[config.mk]
export PLATFORM = sky130hd
export DESIGN_NAME = pin_freq_div
export DESIGN_NICKNAME = d
export VERILOG_FILES = /design/src/rtl/pin_freq_div_pkg.sv /design/src/rtl/pin_freq_div_edge.sv /design/src/rtl/pin_freq_div_cnt.sv /design/src/rtl/pin_freq_div_out.sv /design/src/rtl/pin_freq_div.sv
export SDC_FILE = /design/constraint.sdc
export NUM_CORES = 1
export LEC_CHECK = 0
export ABC_CLOCK_PERIOD_IN_PS = 3100
export CAP_MARGIN = 20
export CORE_MARGIN = 2
export CORE_UTILIZATION = 40
export DETAILED_ROUTE_END_ITERATION = 8
export DONT_BUFFER_PORTS = 1
export RECOVER_POWER = 25
export SLEW_MARGIN = 20
export SYNTH_ARGS = -nofsm -noshare
export SYNTH_HDL_FRONTEND = slang
export SYNTH_SLANG_ARGS = --single-unit
[constraint.sdc]
create_clock -name clk -period 3.1 [get_ports clk]
set_clock_uncertainty 0.1 [all_clocks]
set_input_delay 0.465 -clock clk [delete_from_list [all_inputs] [get_ports clk]]
set_output_delay 0.465 -clock clk [all_outputs]
set_load 0.01 [all_outputs]
[src/rtl/pin_freq_div_pkg.sv]
package pin_freq_div_pkg;

    localparam int CNT_W_DEF = 16;

    typedef enum logic [1:0] {
        EDGE_FALL = 2'b00,
        EDGE_RISE = 2'b01,
        EDGE_BOTH = 2'b10,
        EDGE_NONE = 2'b11
    } edge_mode_e;

    typedef struct packed {
        logic expire;
        logic start_evt;
    } cnt_evt_t;

    function automatic logic edge_hit(edge_mode_e mode, logic cur, logic prev);
        logic hit;
        unique case (mode)
            EDGE_FALL: hit = prev & ~cur;
            EDGE_RISE: hit = cur & ~prev;
            EDGE_BOTH: hit = cur ^ prev;
            default:   hit = 1'b0;
        endcase
        return hit;
    endfunction

endpackage

[src/rtl/pin_freq_div_edge.sv]
module pin_freq_div_edge
    import pin_freq_div_pkg::*;
#(
    parameter int SYNC_STAGES = 2
) (
    input  logic       clk,
    input  logic       rst,
    input  logic       pin_i,
    input  edge_mode_e mode_i,
    output logic       edge_o
);
    localparam int LAST = SYNC_STAGES - 1;

    logic [SYNC_STAGES-1:0] chain_q;
    logic                   prev_q;

    generate
        if (SYNC_STAGES == 1) begin : g_single
            always_ff @(posedge clk) begin
                if (rst) chain_q <= '0;
                else     chain_q <= pin_i;
            end
        end else begin : g_multi
            always_ff @(posedge clk) begin
                if (rst) chain_q <= '0;
                else     chain_q <= {chain_q[SYNC_STAGES-2:0], pin_i};
            end
        end
    endgenerate

    always_ff @(posedge clk) begin
        if (rst) prev_q <= 1'b0;
        else     prev_q <= chain_q[LAST];
    end

    assign edge_o = edge_hit(mode_i, chain_q[LAST], prev_q);


    edge_none_chk: assert property (@(posedge clk) disable iff (rst)
        (mode_i == EDGE_NONE) |-> !edge_o);

endmodule

[src/rtl/pin_freq_div_cnt.sv]
module pin_freq_div_cnt
    import pin_freq_div_pkg::*;
#(
    parameter int CNT_W = CNT_W_DEF
) (
    input  logic             clk,
    input  logic             rst,
    input  logic             start_i,
    input  logic             stop_i,
    input  logic             start_irq_i,
    input  logic             edge_i,
    input  logic [CNT_W-1:0] reload_i,
    output cnt_evt_t         evt_o
);
    logic             running_q;
    logic [CNT_W-1:0] cnt_q;
    logic             at_zero;

    assign at_zero          = (cnt_q == '0);
    assign evt_o.start_evt  = start_i & start_irq_i;
    assign evt_o.expire     = !start_i && !stop_i && running_q && edge_i && at_zero;

    always_ff @(posedge clk) begin
        if (rst) begin
            running_q <= 1'b0;
            cnt_q     <= '0;
        end else if (start_i) begin
            running_q <= 1'b1;
            cnt_q     <= reload_i;
        end else if (stop_i) begin
            running_q <= 1'b0;
        end else if (running_q && edge_i) begin
            if (at_zero) cnt_q <= reload_i;
            else         cnt_q <= cnt_q - 1'b1;
        end
    end


    start_wins_chk: assert property (@(posedge clk) disable iff (rst)
        (start_i && stop_i) |=> running_q);


    idle_quiet_chk: assert property (@(posedge clk) disable iff (rst)
        (!running_q && !start_i) |-> !evt_o.expire);


    hold_count_chk: assert property (@(posedge clk) disable iff (rst)
        (!start_i && !edge_i) |=> $stable(cnt_q));

endmodule

[src/rtl/pin_freq_div_out.sv]
module pin_freq_div_out
    import pin_freq_div_pkg::*;
(
    input  logic     clk,
    input  logic     rst,
    input  cnt_evt_t evt_i,
    input  logic     out_en_i,
    input  logic     out_wr_i,
    input  logic     out_val_i,
    output logic     tout_o,
    output logic     irq_o
);
    logic tout_q;
    logic irq_q;
    logic flip;

    assign flip = evt_i.expire | evt_i.start_evt;

    always_ff @(posedge clk) begin
        if (rst) begin
            tout_q <= 1'b0;
            irq_q  <= 1'b0;
        end else begin
            irq_q <= flip;
            if (out_en_i) begin
                if (flip) tout_q <= ~tout_q;
            end else if (out_wr_i) begin
                tout_q <= out_val_i;
            end
        end
    end

    assign tout_o = tout_q;
    assign irq_o  = irq_q;


    gated_hold_chk: assert property (@(posedge clk) disable iff (rst)
        (!out_en_i && !out_wr_i) |=> $stable(tout_q));


    direct_write_chk: assert property (@(posedge clk) disable iff (rst)
        (!out_en_i && out_wr_i) |=> (tout_q == $past(out_val_i)));


    toggle_on_irq_chk: assert property (@(posedge clk) disable iff (rst)
        (out_en_i && flip) |=> (tout_q != $past(tout_q)));


    reset_clear_chk: assert property (@(posedge clk)
        rst |=> (!tout_q && !irq_q));

endmodule

[src/rtl/pin_freq_div.sv]
module pin_freq_div
    import pin_freq_div_pkg::*;
#(
    parameter int CNT_W       = CNT_W_DEF,
    parameter int SYNC_STAGES = 2
) (
    input  logic             clk,
    input  logic             rst,
    input  logic             tin_i,
    input  logic             start_i,
    input  logic             stop_i,
    input  logic [CNT_W-1:0] reload_i,
    input  logic [1:0]       edge_sel_i,
    input  logic             start_irq_i,
    input  logic             out_en_i,
    input  logic             out_wr_i,
    input  logic             out_val_i,
    output logic             tout_o,
    output logic             irq_o
);
    edge_mode_e mode;
    logic       edge_v;
    cnt_evt_t   evt;

    assign mode = edge_mode_e'(edge_sel_i);

    pin_freq_div_edge #(.SYNC_STAGES(SYNC_STAGES)) u_edge (
        .clk    (clk),
        .rst    (rst),
        .pin_i  (tin_i),
        .mode_i (mode),
        .edge_o (edge_v)
    );

    pin_freq_div_cnt #(.CNT_W(CNT_W)) u_cnt (
        .clk         (clk),
        .rst         (rst),
        .start_i     (start_i),
        .stop_i      (stop_i),
        .start_irq_i (start_irq_i),
        .edge_i      (edge_v),
        .reload_i    (reload_i),
        .evt_o       (evt)
    );

    pin_freq_div_out u_out (
        .clk       (clk),
        .rst       (rst),
        .evt_i     (evt),
        .out_en_i  (out_en_i),
        .out_wr_i  (out_wr_i),
        .out_val_i (out_val_i),
        .tout_o    (tout_o),
        .irq_o     (irq_o)
    );


    no_edge_irq_chk: assert property (@(posedge clk) disable iff (rst)
        (edge_sel_i == 2'b11 && !start_i) |=> !irq_o);

endmodule

==> impl_results.md <==
- Cell taking the most area after synthesis: dfxtp_1
- CP required: 3.21 ns
- Period utilization: 70.9%
- Cell Chain, Critical Path: nor4_2 -> nand4_1 -> nor4_1 -> and2_1 -> o32ai_1
- Clock root cell: clkbuf_4
- Top cell type's share of synthesized area: approximately 31%
- Sw frac: 34.6%
- Post-synthesis to final-layout area growth: 4.14%
- Total setup buffers inserted after CTS: 0
- CTS clk-pin slew, worst paths: 0.13 ns
- Die X: 63.6 um
- Post-synthesis sequential area ratio: 31.0%
- Initial core utilization: 42.2%
- Critical path's slowest cell: nor4_2
- Flop pwr share: between 50 and 60%
- Net Switching: approximately 220 uW
- EDFF count, synth: 0
- Clk pwr share: a little over a fifth
- Maximum vdd drop: 0.167 mV
- Layout cells sized above 1: 12.4%
- CP Buf/Inv Count: 0
- Die Y: 63.6 um
- Tmin final: 2.20 ns
- First DRT Iteration DRCs: 83
- Post-Syn Nets: 203
- Post-route DRC violation count: 0
- Post-synth cell types: 52
- Core Area: roughly 3400 sq um
- RSZ-0062 raised after global routing: false
- Deepest clock path buffer count: 2
- GRT Total Usage: 18.3%
- Most used DFF post-synth: dfxtp_1
- Yosys reg bits: 22
- Port Buffers: 0
- Async S/R FF share, synth: 0%
- Overflow after GRT: 0
- CTS buffer count: 3
- Hpwl dp: roughly 2500 um
- Vias per inst: 6.03
- Antenna Nets Post-Route: 0
- Sink Count: 22
- Largest net degree at the start of global routing: 28
- Syn avg cell area: approximately 8.2 sq um
- First-pass GRT wire length: around 5900 um
- Placed Cells: roughly 210
- Setup CP Type: reg -> reg
- Hold buffers post-CTS: 0
- WL final: 3380 um
- Worst hold margin: between 0.09 and 0.1 ns
- Gpl congestion: 0.871
- Type of origin of the critical path: register
- CTS tree: built
- I/O pin cnt: 29
- Die area: between 4000 and 5000 sq um
- Critical Path End Type: register
- Non-filler cells, final: 216
- N_diodes: 0
- Internal power: 424 uW
- Crit-path max FO: 6
- Top cell family by delay on the critical path: simple AND/OR/NAND/NOR gates
- Routed WL per cell: 15.6 um
- Status: complete, no violations
- DRT Pass-1 Iters: 4
- Normalized max-slew margin: 49.5%
- Final setup viols: 0
- Nets: approximately 200
- Critical path arrival: 2.31 ns
- Initial antenna violation count: 0
- DR vias: 1303
- Synthesized cell area: ~1400 sq um
- Synthesized instance count: 172
- HP Class: in -> reg
- Ranking of synthesized cells by area: dfxtp_1, nor2_1, a21oi_1
- Worst skew pair latency: 0.32 ns
- # H-tree levels: 1
- Synth Warn #: 0
- PwrDens: 439 nW/um^2
- CP peak stage delay: 0.61 ns
- Final-report hold violation count: 0
- Placement row count: 21
- Maxcap violations: 0
- Proportion of power drawn by combinational gates: between 20% and 30%
- Setup tns final: 0 ns
- Pleak: roughly 0.00050 uW
- Vias in the first global route: 1285
- Max-slew violations: 0
- Max Clk Rate: 455 MHz
- Worst-Margin Slew: 0.752 ns
- Cts repair resizes: 0
==> cells by family after synthesis <==
family                   synth area share [%]
adder cells (fa/ha/maj)                  3.53
AND/OR/NAND/NOR                          31.1
multiplexers                             1.50
buffers and inverters                    5.47
AO/OA/AOI/OAI                            27.3
flip-flops                               31.0
==> state kept, by name, summed over array words and instances (netlist names) <==
register / flops
u_out.tout_o: 1
u_edge.chain_q: 2
u_edge.prev_q: 1
u_out.irq_o: 1
u_cnt.cnt_q: 16
u_cnt.running_q: 1
==> placed cells by master, fill, tap and decap left out, types with 2 or more instances in the layout <==
master,synthesis,routed
dfxtp_1,22,22
nor2_1,15,15
nand2_1,11,11
a21oi_1,10,10
inv_1,9,9
nor2b_1,8,8
nand3_1,7,7
nand4_1,7,7
o21ai_0,6,6
nor3_1,5,5
o21ai_1,5,5
a31oi_1,5,5
ha_1,4,4
and2_1,3,3
or4_1,3,3
o32ai_1,3,3
a211oi_2,3,3
clkbuf_4,0,3
buf_4,1,3
nor4_2,2,2
nand2b_1,2,2
or3_1,2,2
and3_1,2,2
a22oi_1,2,2
nand3b_1,2,2
a211o_1,2,2
==> worst paths after layout <==
check | start | to | slack, ns | depth (start not counted)
max | u_cnt.cnt_q[11]$_SDFFE_PP0P_ | u_out.tout_o$_SDFFE_PP0P_ | 0.90 | 5
min | rst | u_cnt.cnt_q[14]$_SDFFE_PP0P_ | 0.09 | 1
min reg2reg | u_edge.chain_q[0]$_SDFF_PP0_ | u_edge.chain_q[1]$_SDFF_PP0_ | 0.35 | 1
max reg2reg | u_cnt.cnt_q[11]$_SDFFE_PP0P_ | u_out.tout_o$_SDFFE_PP0P_ | 0.90 | 5
==> routing by layer <==
layer,wire (um),global-route usage (%),share of wire (%)
met2,1580,30.0,47
met3,172,4.11,5.1
met5,0,0,0
met4,49,6.25,1.5
met1,1580,23.6,47
==> power groups by stage <==
stage	clock network, uW	logic, uW	registers (uW)
floorplan	0	154	333
global placement	0	174	338
detailed placement	0	178	339
CTS	137	179	333
global route	147	202	338
finish	137	178	333
==> cells in the mapped netlist, types with 3 or more instances <==
| library cell | number |
|---|---|
| o21ai_1 | 5 |
| clkbuf_1 | 4 |
| o21ai_0 | 6 |
| nor2_1 | 15 |
| ha_1 | 4 |
| nand4_1 | 7 |
| or4_1 | 3 |
| a21oi_1 | 10 |
| o32ai_1 | 3 |
| dfxtp_1 | 22 |
| nor3_1 | 5 |
| inv_1 | 9 |
| nand2_1 | 11 |
| a31oi_1 | 5 |
| nor2b_1 | 8 |
| a211oi_2 | 3 |
| and2_1 | 3 |
| nand3_1 | 7 |
==> layout make-up <==
type / instances / area [sq um]
multi-input combinational: 133 / 901
tap: 46 / 57.6
clock buffer: 3 / 22.5
sequential: 22 / 440
timing repair buffer: 3 / 22.5
fill: 360 / 1890
inverter: 9 / 33.8
==> per-stage QoR <==
step / total power (uW) / setup WS [ns] / utilization (%) / instance area [sq um]
floorplan: 486 / 1.20 / - / 1420
global placement: 512 / 0.977 / 43.3 / 1460
detailed placement: 517 / 0.888 / 43.3 / 1460
CTS: 649 / 0.865 / 43.9 / 1480
global route: 687 / 0.698 / 43.9 / 1480
finish: 648 / 0.901 / 43.9 / 1480
Note: power is estimated with default switching activity, not from simulation.
